--- src/rtl/itc_pkg.sv ---
package itc_pkg;
  localparam int unsigned STATE_W = 8;
  localparam int unsigned COND_W  = 4;
  localparam int unsigned MASK_W  = 4;

  typedef enum logic [COND_W-1:0] {
    C_EQ = 4'h0, C_NE = 4'h1, C_CS = 4'h2, C_CC = 4'h3,
    C_MI = 4'h4, C_PL = 4'h5, C_VS = 4'h6, C_VC = 4'h7,
    C_HI = 4'h8, C_LS = 4'h9, C_GE = 4'hA, C_LT = 4'hB,
    C_GT = 4'hC, C_LE = 4'hD, C_AL = 4'hE, C_NV = 4'hF
  } cond_e;

  typedef struct packed {
    logic n;
    logic z;
    logic c;
    logic v;
  } flags_t;
endpackage

--- src/rtl/itc_state_reg.sv ---
module itc_state_reg
  import itc_pkg::*;
#(
  parameter int unsigned SW = STATE_W,
  parameter int unsigned MW = MASK_W
) (
  input  logic          clk,
  input  logic          rst,
  input  logic          load_en,
  input  logic [SW-1:0] load_state,
  input  logic          adv_en,
  output logic [SW-1:0] state_q
);
  localparam int unsigned KEEP_LSB = MW + 1;

  logic [SW-1:0] shifted;
  logic [SW-1:0] state_d;

  always_comb begin
    shifted = {state_q[SW-1:KEEP_LSB], state_q[MW-1:0], 1'b0};
    if (shifted[MW-1:0] == '0) shifted = '0;
  end

  always_comb begin
    state_d = state_q;
    if (load_en)     state_d = load_state;
    else if (adv_en) state_d = shifted;
  end

  always_ff @(posedge clk) begin
    if (rst) state_q <= '0;
    else     state_q <= state_d;
  end

  AST_RESET_CLEAR: assert property (@(posedge clk) rst |=> state_q == '0);
  AST_LOAD_WINS: assert property (@(posedge clk) disable iff (rst)
    load_en |=> state_q == $past(load_state));
  AST_ADV_KEEP_TOP: assert property (@(posedge clk) disable iff (rst)
    (!load_en && adv_en && state_q[MW-2:0] != '0)
      |=> state_q[SW-1:KEEP_LSB] == $past(state_q[SW-1:KEEP_LSB]));
  AST_ADV_END_CLEAR: assert property (@(posedge clk) disable iff (rst)
    (!load_en && adv_en && state_q[MW-2:0] == '0) |=> state_q == '0);
  AST_IDLE_HOLD: assert property (@(posedge clk) disable iff (rst)
    (!load_en && !adv_en) |=> $stable(state_q));
endmodule

--- src/rtl/itc_cond_eval.sv ---
module itc_cond_eval
  import itc_pkg::*;
(
  input  flags_t            flags,
  input  logic [COND_W-1:0] cond,
  output logic              pass
);
  logic base;
  logic nv_eq;

  assign nv_eq = (flags.n == flags.v);

  always_comb begin
    unique case (cond[COND_W-1:1])
      3'd0: base = flags.z;
      3'd1: base = flags.c;
      3'd2: base = flags.n;
      3'd3: base = flags.v;
      3'd4: base = flags.c & ~flags.z;
      3'd5: base = nv_eq;
      3'd6: base = ~flags.z & nv_eq;
      default: base = 1'b1;
    endcase
    if (cond[COND_W-1:1] == 3'd7) pass = 1'b1;
    else                          pass = base ^ cond[0];
  end

  always_comb begin
    if (cond == C_AL || cond == C_NV) AST_ALWAYS_PASS: assert (pass);
  end
endmodule

--- src/rtl/itc_tracker.sv ---
module itc_tracker
  import itc_pkg::*;
#(
  parameter int unsigned SW = STATE_W,
  parameter int unsigned CW = COND_W,
  parameter int unsigned MW = MASK_W
) (
  input  logic          clk,
  input  logic          rst,
  input  logic          flag_n,
  input  logic          flag_z,
  input  logic          flag_c,
  input  logic          flag_v,
  input  logic          load_en,
  input  logic [SW-1:0] load_state,
  input  logic          adv_en,
  input  logic [CW-1:0] ext_cond,
  output logic [SW-1:0] cur_state,
  output logic          in_block,
  output logic [CW-1:0] eff_cond,
  output logic          cond_pass
);
  flags_t flags;
  assign flags = '{n: flag_n, z: flag_z, c: flag_c, v: flag_v};

  itc_state_reg #(.SW(SW), .MW(MW)) i_state (
    .clk(clk), .rst(rst), .load_en(load_en), .load_state(load_state),
    .adv_en(adv_en), .state_q(cur_state)
  );

  assign in_block = |cur_state[MW-1:0];
  assign eff_cond = in_block ? cur_state[SW-1:SW-CW] : ext_cond;

  itc_cond_eval i_eval (.flags(flags), .cond(eff_cond), .pass(cond_pass));

  AST_OUT_BLOCK_EXT: assert property (@(posedge clk) disable iff (rst)
    (cur_state == '0) |-> eff_cond == ext_cond);
  AST_PASS_GE_LT: assert property (@(posedge clk) disable iff (rst)
    (eff_cond == 4'hA) |-> cond_pass == (flag_n == flag_v));
endmodule

--- config.mk ---
export PLATFORM = sky130hd
export DESIGN_NAME = itc_tracker
export DESIGN_NICKNAME = d
export VERILOG_FILES = /design/src/rtl/itc_pkg.sv /design/src/rtl/itc_state_reg.sv /design/src/rtl/itc_cond_eval.sv /design/src/rtl/itc_tracker.sv
export SDC_FILE = /design/constraint.sdc
export NUM_CORES = 1
export LEC_CHECK = 0
export ABC_AREA = 1
export ABC_CLOCK_PERIOD_IN_PS = 3550
export CORE_MARGIN = 1.5
export CORE_UTILIZATION = 39
export CTS_CLUSTER_SIZE = 25
export DETAILED_ROUTE_END_ITERATION = 8
export PLACE_DENSITY = 0.8
export SYNTH_ARGS = -nofsm -noshare
export SYNTH_HDL_FRONTEND = slang
export SYNTH_SLANG_ARGS = --single-unit
--- constraint.sdc ---
create_clock -name clk -period 3.55 [get_ports clk]
set_input_delay 0.5325 -clock clk [delete_from_list [all_inputs] [get_ports clk]]
set_output_delay 0.5325 -clock clk [all_outputs]
set_load 0.02 [all_outputs]
==> results of run 1 <==
through the flow:
stage	instance area (um2)	util	setup slack, ps
6_report	958	0.701	718
5_1_grt	958	0.701	597
4_1_cts	958	0.701	719
3_5_place_dp	936	0.685	721
3_3_place_gp	936	0.685	760
2_1_floorplan	594	-	1520
how the worst min path moves through the flow:
stage / start / to / slack [ps] / cells past startpoint
6_report: i_state.state_q[7]$_SDFFE_PP0P_ / i_state.state_q[7]$_SDFFE_PP0P_ / 480 / 2
5_1_grt: i_state.state_q[7]$_SDFFE_PP0P_ / i_state.state_q[7]$_SDFFE_PP0P_ / 510 / 2
4_1_cts: i_state.state_q[7]$_SDFFE_PP0P_ / i_state.state_q[7]$_SDFFE_PP0P_ / 490 / 2
3_5_place_dp: i_state.state_q[7]$_SDFFE_PP0P_ / i_state.state_q[7]$_SDFFE_PP0P_ / 480 / 2
3_3_place_gp: i_state.state_q[7]$_SDFFE_PP0P_ / i_state.state_q[7]$_SDFFE_PP0P_ / 470 / 2
2_1_floorplan: i_state.state_q[7]$_SDFFE_PP0P_ / i_state.state_q[7]$_SDFFE_PP0P_ / 550 / 2
layout make-up:
type / instances / area [um2]
clock buffer: 3 / 22.5
sequential: 8 / 160
inverter: 13 / 48.8
multi-input combinational: 75 / 378
fill: 134 / 408
timing repair buffer: 33 / 330
tap: 15 / 18.8
report_power, final:
part	switching, uW	total (uW)	internal, uW	leakage [uW]
registers	6.41	101	95.0	0.0000660
logic	74.0	144	69.6	0.000355
clock network	30.8	69.5	38.7	0.0000138
per-layer routing:
layer | vias up | wire length (um) | track usage
li1 | 380 | - | -
met1 | 319 | 629 | 0.201
met2 | 30 | 766 | 0.334
met3 | 4 | 107 | 0.0172
met4 | 0 | 27 | 0.0938
met5 | - | 0 | 0
worst max-delay path, stage by stage:
cell and delay [ps]:
clkdlybuf4s50_1 470, nand3_1 110, nand2_2 120, nand2_2 70
nand2_1 60, inv_1 50, nand3_1 70, nand2_1 70
nand2_1 70, nand2_1 50, nand3_2 50, clkdlybuf4s50_1 590
kinds of logic after synthesis:
family                    after synthesis
AOI/OAI and AO/OA                      13
xor gates and xnor gates                1
buffers and inverters                  15
DFF                                     8
and+or+nand+nor                        61
cell usage in the layout (no fill, tap or decap):
| cell type | synthesis | final |
|---|---|---|
| o21ai_0 | 2 | 2 |
| nand2_1 | 36 | 36 |
| nand3_1 | 10 | 10 |
| nand2_2 | 6 | 6 |
| nor2_1 | 2 | 2 |
| nor2_2 | 1 | 1 |
| nand3b_1 | 2 | 2 |
| xor2_1 | 1 | 1 |
| a21oi_1 | 7 | 7 |
| nand3_2 | 1 | 1 |
| a31oi_1 | 2 | 2 |
| nand2_4 | 1 | 1 |
| clkbuf_4 | 0 | 3 |
| nor2_4 | 2 | 2 |
| a22oi_1 | 1 | 1 |
| inv_2 | 1 | 1 |
| clkdlybuf4s50_1 | 0 | 33 |
| a31o_2 | 1 | 1 |
| inv_1 | 12 | 12 |
| dfxtp_1 | 8 | 8 |
==> impl_results.md, run 1 <==
- R2R Path End: i_state.state_q[5]$_SDFFE_PP0P_
- CP Class: input pin to output pin
- CP required: 3020 ps
- DRC Markers: 0
- Top FF cell, synth: dfxtp_1
- CP endpoint: cond_pass
- Clk buf depth: 2
- Pwr/cell area: 328 mW/mm2
- Critical Path Source: ext_cond[1]
- Post-synthesis simple-gate area fraction: 0.497
- Synth-to-Final Area Change: 61.3%
- Initial antenna violation count: 0
- Die Height: roughly 42 um
- Initial Util: 0.435
- Post-route ant nets: 0
- Cells after Synth: slightly below 100
- Number of max-cap violations: 0
- Vias in the first global route: 663
- # hold bufs at CTS: 0
- Routability cong.: 0.885
- Synth Register Bits: 8
- Number of synthesized flops with an enable pin: 0
- Worst reg2reg setup slack: 2490 ps
- Clock sink total: 8
- Post-synth top area share: 0.269
- Largest regs: i_state.state_q: 8 flops
- Clk_skew: around 5.6 ps
- TritonCTS clock tree: yes
- F_max: between 300 and 400 MHz
- Final Hold Viols: 0
- Startpoint types: input pin
- CP arrival: 2300 ps
- I/O pins: 34
- Max VDD drop: 0.229 mV
- RSZ-0062 raised after global routing: false
- Final worst path period need: 2830 ps
- Drt total wl: 1.53 mm
- Avg Cell Area, Syn: 6.06 um2
- Leakage: 0.000434 uW
- Syn_nets: 118
- Clock Latency Late Sink: 260 ps
- Post-DR vias/cell: 4.99
- Die area: 0.00177 mm2
- Global-route wire length before repair: 2.54 mm
- CORE AREA: between 0.001 and 0.0015 mm2
- Critical Path Fanout Max: 3
- Post-synthesis xor/xnor area fraction: 0.0147
- DP HPWL: 1.25 mm
- Fin Setup TNS: 0 ps
- Root buffer cell: clkbuf_4
- Mux contribution to synthesized area: 0
- Setup crit end kind: output pin
- Layout cells sized above 1: 0.121
- Port Buffers: 33
- CTS buffer count: 3
- Die W: 42.0 um
- Via Count: between 700 and 800
- Commonest cells in the netlist: nand2_1, inv_1, nand3_1
- Register-to-Register Path Depth: 4
- Most numerous cell in the Yosys netlist: nand2_1
- Final nets: roughly 150
- Top area cells in the synthesized netlist: dfxtp_1, nand2_1, nand3_1, inv_1, nand2_2
- Compound-gate portion of the synthesized area: 0.124
- Worst R2R Start: i_state.state_q[2]$_SDFFE_PP0P_
- DR pass1 iterations: 4
- Top cell type by total area after synthesis: dfxtp_1
- Rows: 13
- Pins Over Slew Limit: 0
- Post-Synth Adder-Cell Area: 0
- Worst min-delay path class: flop to flop
- Biggest register: i_state.state_q
- Syn Std Cell Area: between 500 and 600 um2
- Post-cts sizing count: 0
- Synth cell types: 19
- Hold_ws: 478 ps
- Clock transition at path regs: 50 ps
- Layout Cells excl Fill: roughly 150
- Post-CTS Setup Inserts: 0
- Combinational family with the most area after synthesis: simple AND/OR/NAND/NOR gates
- Post-DR wirelength/cell: 10.4 um
- Total congestion overflow: 0
- Pwr Total: 314 uW
- # placed instances: about 140
- Largest net degree at the start of global routing: 12
- Antenna Cells: 0
- Least-Margin Pin Slew: 387 ps
- Sequential share of the synthesized area: 0.269
- Period utilization: 0.798
- Synth warn: 0
- Final Setup Violations: 0
- Rel. slew slack: 0.741
- Max reg flops: 8
- Drt initial violations: 12
- Gr usage total: 0.180
- CTS H-Tree Depth: 1
- Async set-reset flop share out of synthesis: 0
- Status: finished clean
Power figures use the tool's default switching activity.
==> run 2: changes to the inputs <==
Settings changed: ABC_CLOCK_PERIOD_IN_PS 3550 to 2700, CORE_UTILIZATION 39 to 37, PLACE_DENSITY 0.8 to 0.76.
Clock period 3.55 ns to 2.7 ns, I/O delays scaled along.
==> run 2 against run 1 <==
Net effect: utilization is 6.3 points lower; final area up 0.39%; power rose by 32%; routed wire length up 1.9%; setup slack worse by 270 ps; global-route usage increased by 0.21 points; register-to-register slack lost 860 ps; clock-buffer cell count unchanged; non-clock buffer count unchanged; combinational power increased by 31%; largest power group unchanged.
==> impl_results.md, run 2 (synthesized netlist as in run 1, its figures left out) <==
- Slowest CP cell: dfxtp_1
- Final Hold Viols: 0
- Final Setup Violations: 0
- Startpoint types: flop
- Critical Path Fanout Max: 8
- Clk buf depth: 2
- Die W: 43.1 um
- Worst R2R Start: i_state.state_q[2]$_SDFFE_PP0P_
- Port Buffers: 33
- Final nets: 154
- Total congestion overflow: 0
- Drt total wl: 1.56 mm
- Leakage: 0.000444 uW
- Rel. slew slack: 0.744
- Pins Over Slew Limit: 0
- Layout cells sized above 1: 0.121
- Rows: 14
- Max VDD drop: 0.250 mV
- Global-route wire length before repair: 2.57 mm
- Vias in the first global route: roughly 650
- CP Class: flop to output pin
- Initial Util: 0.395
- CP required: 2300 ps
- Gr usage total: 0.182
- Final worst path period need: about 2200 ps
- Post-DR vias/cell: 4.97
- CTS H-Tree Depth: 1
- Period utilization: 0.833
- Worst min-delay path class: flop to flop
- Pwr Total: 414 uW
- F_max: ~440 MHz
- CORE AREA: 0.00151 mm2
- Largest net degree at the start of global routing: 12
- Antenna Cells: 0
- Least-Margin Pin Slew: 382 ps
- Pwr/cell area: 430 mW/mm2
- Die Height: roughly 43 um
- Crit path buf inv count: 3
- Fillers: approximately 160
- Max reg flops: 8
- RSZ-0062 raised after global routing: false
- Fin area: 962 um2
- DP HPWL: around 1.2 mm
- Most common cell on crit path: nand2_1
- Commonest non-fill, non-tap cells in the layout: nand2_1, clkdlybuf4s50_1, inv_1, nand3_1, dfxtp_1
- TritonCTS clock tree: yes
- Slowest stage delay, CP: 360 ps
- Most common cell after layout, fill and taps aside: nand2_1
- Placed instance area: around 940 um2
- Drt initial violations: 15
- Min-delay src: i_state.state_q[7]$_SDFFE_PP0P_
- Initial antenna violation count: 0
- Clock transition at path regs: 50 ps
- CP arrival: 1840 ps
- Clock sink total: 8
- CTS buffer count: 3
- Setup crit end kind: output pin
- I/O pins: 34
- Routability cong.: 0.852
- Clk_skew: 3.26 ps
- Post-route ant nets: 0
- Clock Latency Late Sink: 250 ps
- Post-DR wirelength/cell: 10.5 um
- Critical Path Source: i_state.state_q[1]$_SDFFE_PP0P_
- Status: finished clean
- Post-CTS Setup Inserts: 0
- Root buffer cell: clkbuf_4
- Via Count: 736
- Die area: 0.00186 mm2
- Synth-to-Final Area Change: 61.9%
- Worst path cell trace: nor2_4 > nand2_4 > nand2_1 > nand2_2 > inv_1 > nand2_1 > inv_1 > nand2_1 > nand2_1 > nand2_2 > nand2_1 > nand2_1 > nand3_2 > dlymetal6s2s_1
- Biggest register: i_state.state_q
- Fin Setup TNS: 0 ps
- Largest regs: i_state.state_q: 8 flops
- CP top delay family: simple AND/OR/NAND/NOR gates
- DR pass1 iterations: 4
- Number of max-cap violations: 0
- DRC Markers: 0
==> run 2: timing repair <==
action                                  CTS  global route
hold buffers                              0             0
endpoints found under the setup margin    0             1
endpoints found under the hold margin     0             0
gates resized for setup                   0             1
==> run 2: layout make-up <==
class / instances / area, um2 / share of cell area
clock buffers: 3 / 22.5 / 0.0234
inverters: 13 / 48.8 / 0.0507
multi-input cells: 75 / 378 / 0.393
flip-flops and latches: 8 / 160 / 0.166
well taps: 16 / 20.0 / 0.0208
repair buffers: 33 / 333 / 0.346
==> run 2: routing by layer <==
metal  track usage  share of wire  wire [um]
met5             0              0          0
met3        0.0255          0.080        124
met4        0.0909          0.017         27
met1         0.214           0.42        647
met2         0.316           0.49        760
==> run 2: where the power goes <==
part,switching [uW],internal [uW],leakage (uW)
logic,98.6,90.5,0.000365
clock network,40.8,50.9,0.0000138
registers,8.44,125,0.0000660
total,148,266,0.000444
==> run 2: final timing paths <==
path / to / slack [ps] / cells after the start
worst min-delay path: i_state.state_q[7]$_SDFFE_PP0P_ / 480 / 2
worst max-delay path: cond_pass / 450 / 14
worst max register to register: i_state.state_q[6]$_SDFFE_PP0P_ / 1630 / 4
worst min register to register: i_state.state_q[7]$_SDFFE_PP0P_ / 480 / 2
==> run 2: metrics by stage <==
step,std cells,hold slack [ps],utilization,setup slack (ps)
2_1_floorplan,98,550,-,802
3_3_place_gp,145,474,0.622,159
3_5_place_dp,145,478,0.622,139
4_1_cts,148,487,0.637,66.0
5_1_grt,148,520,0.639,272
6_report,148,478,0.639,451
==> run 2: tightest hold or removal path, stage by stage (launching register included) <==
cell and delay, ps:
dfxtp_1 320, nand2_1 60, a21oi_1 50
==> run 3: changes to the inputs <==
Settings changed: ABC_CLOCK_PERIOD_IN_PS 2700 to 1900, CORE_UTILIZATION 37 to 33, PLACE_DENSITY 0.76 to 0.72.
Clock period 2.7 ns to 1.9 ns, I/O delays scaled along.
==> run 3 against run 2 <==
Net effect: the run now ends with setup timing left; global-route usage fell by 2.5 points; setup slack got worse by 520 ps; sequential cell count did not move; clock skew rose by 0.78 ps; routed wire length rose by 2.4%; first-iteration DRC count fell by 60%; non-clock buffer count rose by 15; clock-buffer cell count did not move; critical path type unchanged; critical endpoint unchanged; largest cell class is now buffers.
==> impl_results.md, run 3 (synthesized netlist as in run 1, its figures left out) <==
- DP HPWL: 1.29 mm
- Post-DR vias/cell: 4.44
- Die W: around 45 um
- TritonCTS clock tree: yes
- Drt initial violations: 6
- Initial Util: 0.348
- Max reg flops: 8
- Global-route wire length before repair: 2.46 mm
- Gr usage total: 0.157
- Fillers: 164
- Final nets: about 170
- CP arrival: approximately 1700 ps
- Pwr/cell area: 570 mW/mm2
- Port Buffers: 33
- DRC Markers: 0
- Worst slack, placed: -439 ps
- Die area: between 0.002 and 0.0025 mm2
- Pwr Total: just over 600 uW
- Vias in the first global route: ~700
- Global routing's busiest layer: met2
- Multi-input gate area: 384 um2
- Rel. slew slack: 0.793
- Clock transition at path regs: around 50 ps
- DR pass1 iterations: 4
- Total area of sequential cells: 161 um2
- Initial antenna violation count: 0
- F_max: 507 MHz
- Met2 GRT Util: 0.285
- CTS H-Tree Depth: 1
- Clk buf depth: 2
- CP Class: flop to output pin
- GR Util met3: 0.0278
- Antenna Cells: 0
- Met1 usage: 0.184
- Placed instance area: approximately 0.0010 mm2
- Die Height: approximately 45 um
- Fin util: 0.638
- Final Hold Viols: 0
- Post-route ant nets: 0
- Final worst path period need: between 1500 and 2000 ps
- Layout cells sized above 1: 0.245
- Rows: 15
- CORE AREA: between 0.0015 and 0.002 mm2
- Critical Path Fanout Max: 7
- Worst R2R Start: i_state.state_q[1]$_SDFFE_PP0P_
- Startpoint types: flop
- Post-DR wirelength/cell: 9.28 um
- Biggest register: i_state.state_q
- Final Setup Violations: 1
- Root buffer cell: clkbuf_4
- Total congestion overflow: 0
- CTS buffer count: 3
- Commonest non-fill, non-tap cells in the layout: nand2_1, clkdlybuf4s50_1, buf_4, inv_1, nand3_1
- Fin area: 0.00109 mm2
- I/O pins: 34
- Setup crit end kind: output pin
- Largest regs: i_state.state_q: 8 flops
- Most common cell after layout, fill and taps aside: nand2_1
- Drt total wl: 1.60 mm
- Worst reg2reg setup slack: 690 ps
- Clock sink total: 8
- Pins Over Slew Limit: 0
- # hold bufs at CTS: 0
- Max VDD drop: 0.379 mV
- PnR worst setup slack: -71.2 ps
- Clock Latency Late Sink: 250 ps
- Least-Margin Pin Slew: 310 ps
- Hold_ws: about 480 ps
- Status: finished, violations left
- CP endpoint: cond_pass
- RSZ-0062 raised after global routing: true
- Number of max-cap violations: 0
- Failing checks: setup timing
- Register-to-Register Path Depth: 6
- R2R Path End: i_state.state_q[6]$_SDFFE_PP0P_
- CP required: 1620 ps
- Clk_skew: 4.04 ps
- Leakage: ~0.00054 uW
- Synth-to-Final Area Change: 83.4%
- Period utilization: 1.04
- Largest net degree at the start of global routing: 10
- Via Count: around 760
- Critical Path Source: i_state.state_q[0]$_SDFFE_PP0P_
- Worst min-delay path class: flop to flop
- Routability cong.: 0.803
==> run 3: changes by cell type in the layout (fill, tap and decap cells not counted), sizes merged <==
cell / change
dlygate4sd2: +2
dlymetal6s2s: +1
clkbuf: +1
buf: +16
clkdlybuf4s50: -5
==> run 3: critical path, cell delays in order (launching register included) <==
cell     delay, ps
dfxtp_2        330
nor2_4         200
nand2_4        110
nand2_2         90
nand2_2         70
nand2_2         70
inv_2           50
nor2_2          80
nand2_1         60
nand2_2         60
nand2_1         50
nand2_1         70
nand3_2         60
buf_6          130
==> run 3: final cells by class <==
cell class | instances | share of cell area
timing repair buffer | 48 | 0.405
multi-input combinational | 75 | 0.352
sequential | 8 | 0.148
inverter | 13 | 0.0448
tap | 25 | 0.0287
clock buffer | 3 | 0.0207
==> run 3: worst min-delay path by stage <==
stage                                               start                              end  slack [ps]  cells past startpoint
after floorplan                             load_state[0]  i_state.state_q[0]$_SDFFE_PP0P_         430                      2
after global placement    i_state.state_q[7]$_SDFFE_PP0P_  i_state.state_q[7]$_SDFFE_PP0P_         470                      2
after detailed placement  i_state.state_q[7]$_SDFFE_PP0P_  i_state.state_q[7]$_SDFFE_PP0P_         480                      2
after CTS                 i_state.state_q[7]$_SDFFE_PP0P_  i_state.state_q[7]$_SDFFE_PP0P_         490                      2
after global routing      i_state.state_q[7]$_SDFFE_PP0P_  i_state.state_q[7]$_SDFFE_PP0P_         530                      2
final                     i_state.state_q[7]$_SDFFE_PP0P_  i_state.state_q[7]$_SDFFE_PP0P_         480                      2
==> run 3: repair_timing <==
item,in CTS,in global routing
gates resized for setup,8,9
gates cloned,0,0
buffers inserted,1,3
endpoints found under the setup margin,5,4
pin swaps,1,8
==> run 3: stage by stage <==
step | setup TNS, ps | std cells
after global placement | -455 | 165
after detailed placement | -459 | 165
after global routing | -216 | 172
after floorplan | 0 | 98
final | -71.2 | 172
after CTS | -83.4 | 169
==> run 3: report_power, final <==
part	switching [uW]	internal, uW
sequential	8.44	178
combinational	153	157
clock	52.4	71.9
total	214	407
==> run 3: layer usage <==
metal  part of all wire  vias up  wire [um]
met5                  0        -          0
met4                  0        0          0
met3              0.067        0        107
met2               0.50       29        796
met1               0.43      324        693
li1                   -      410          -
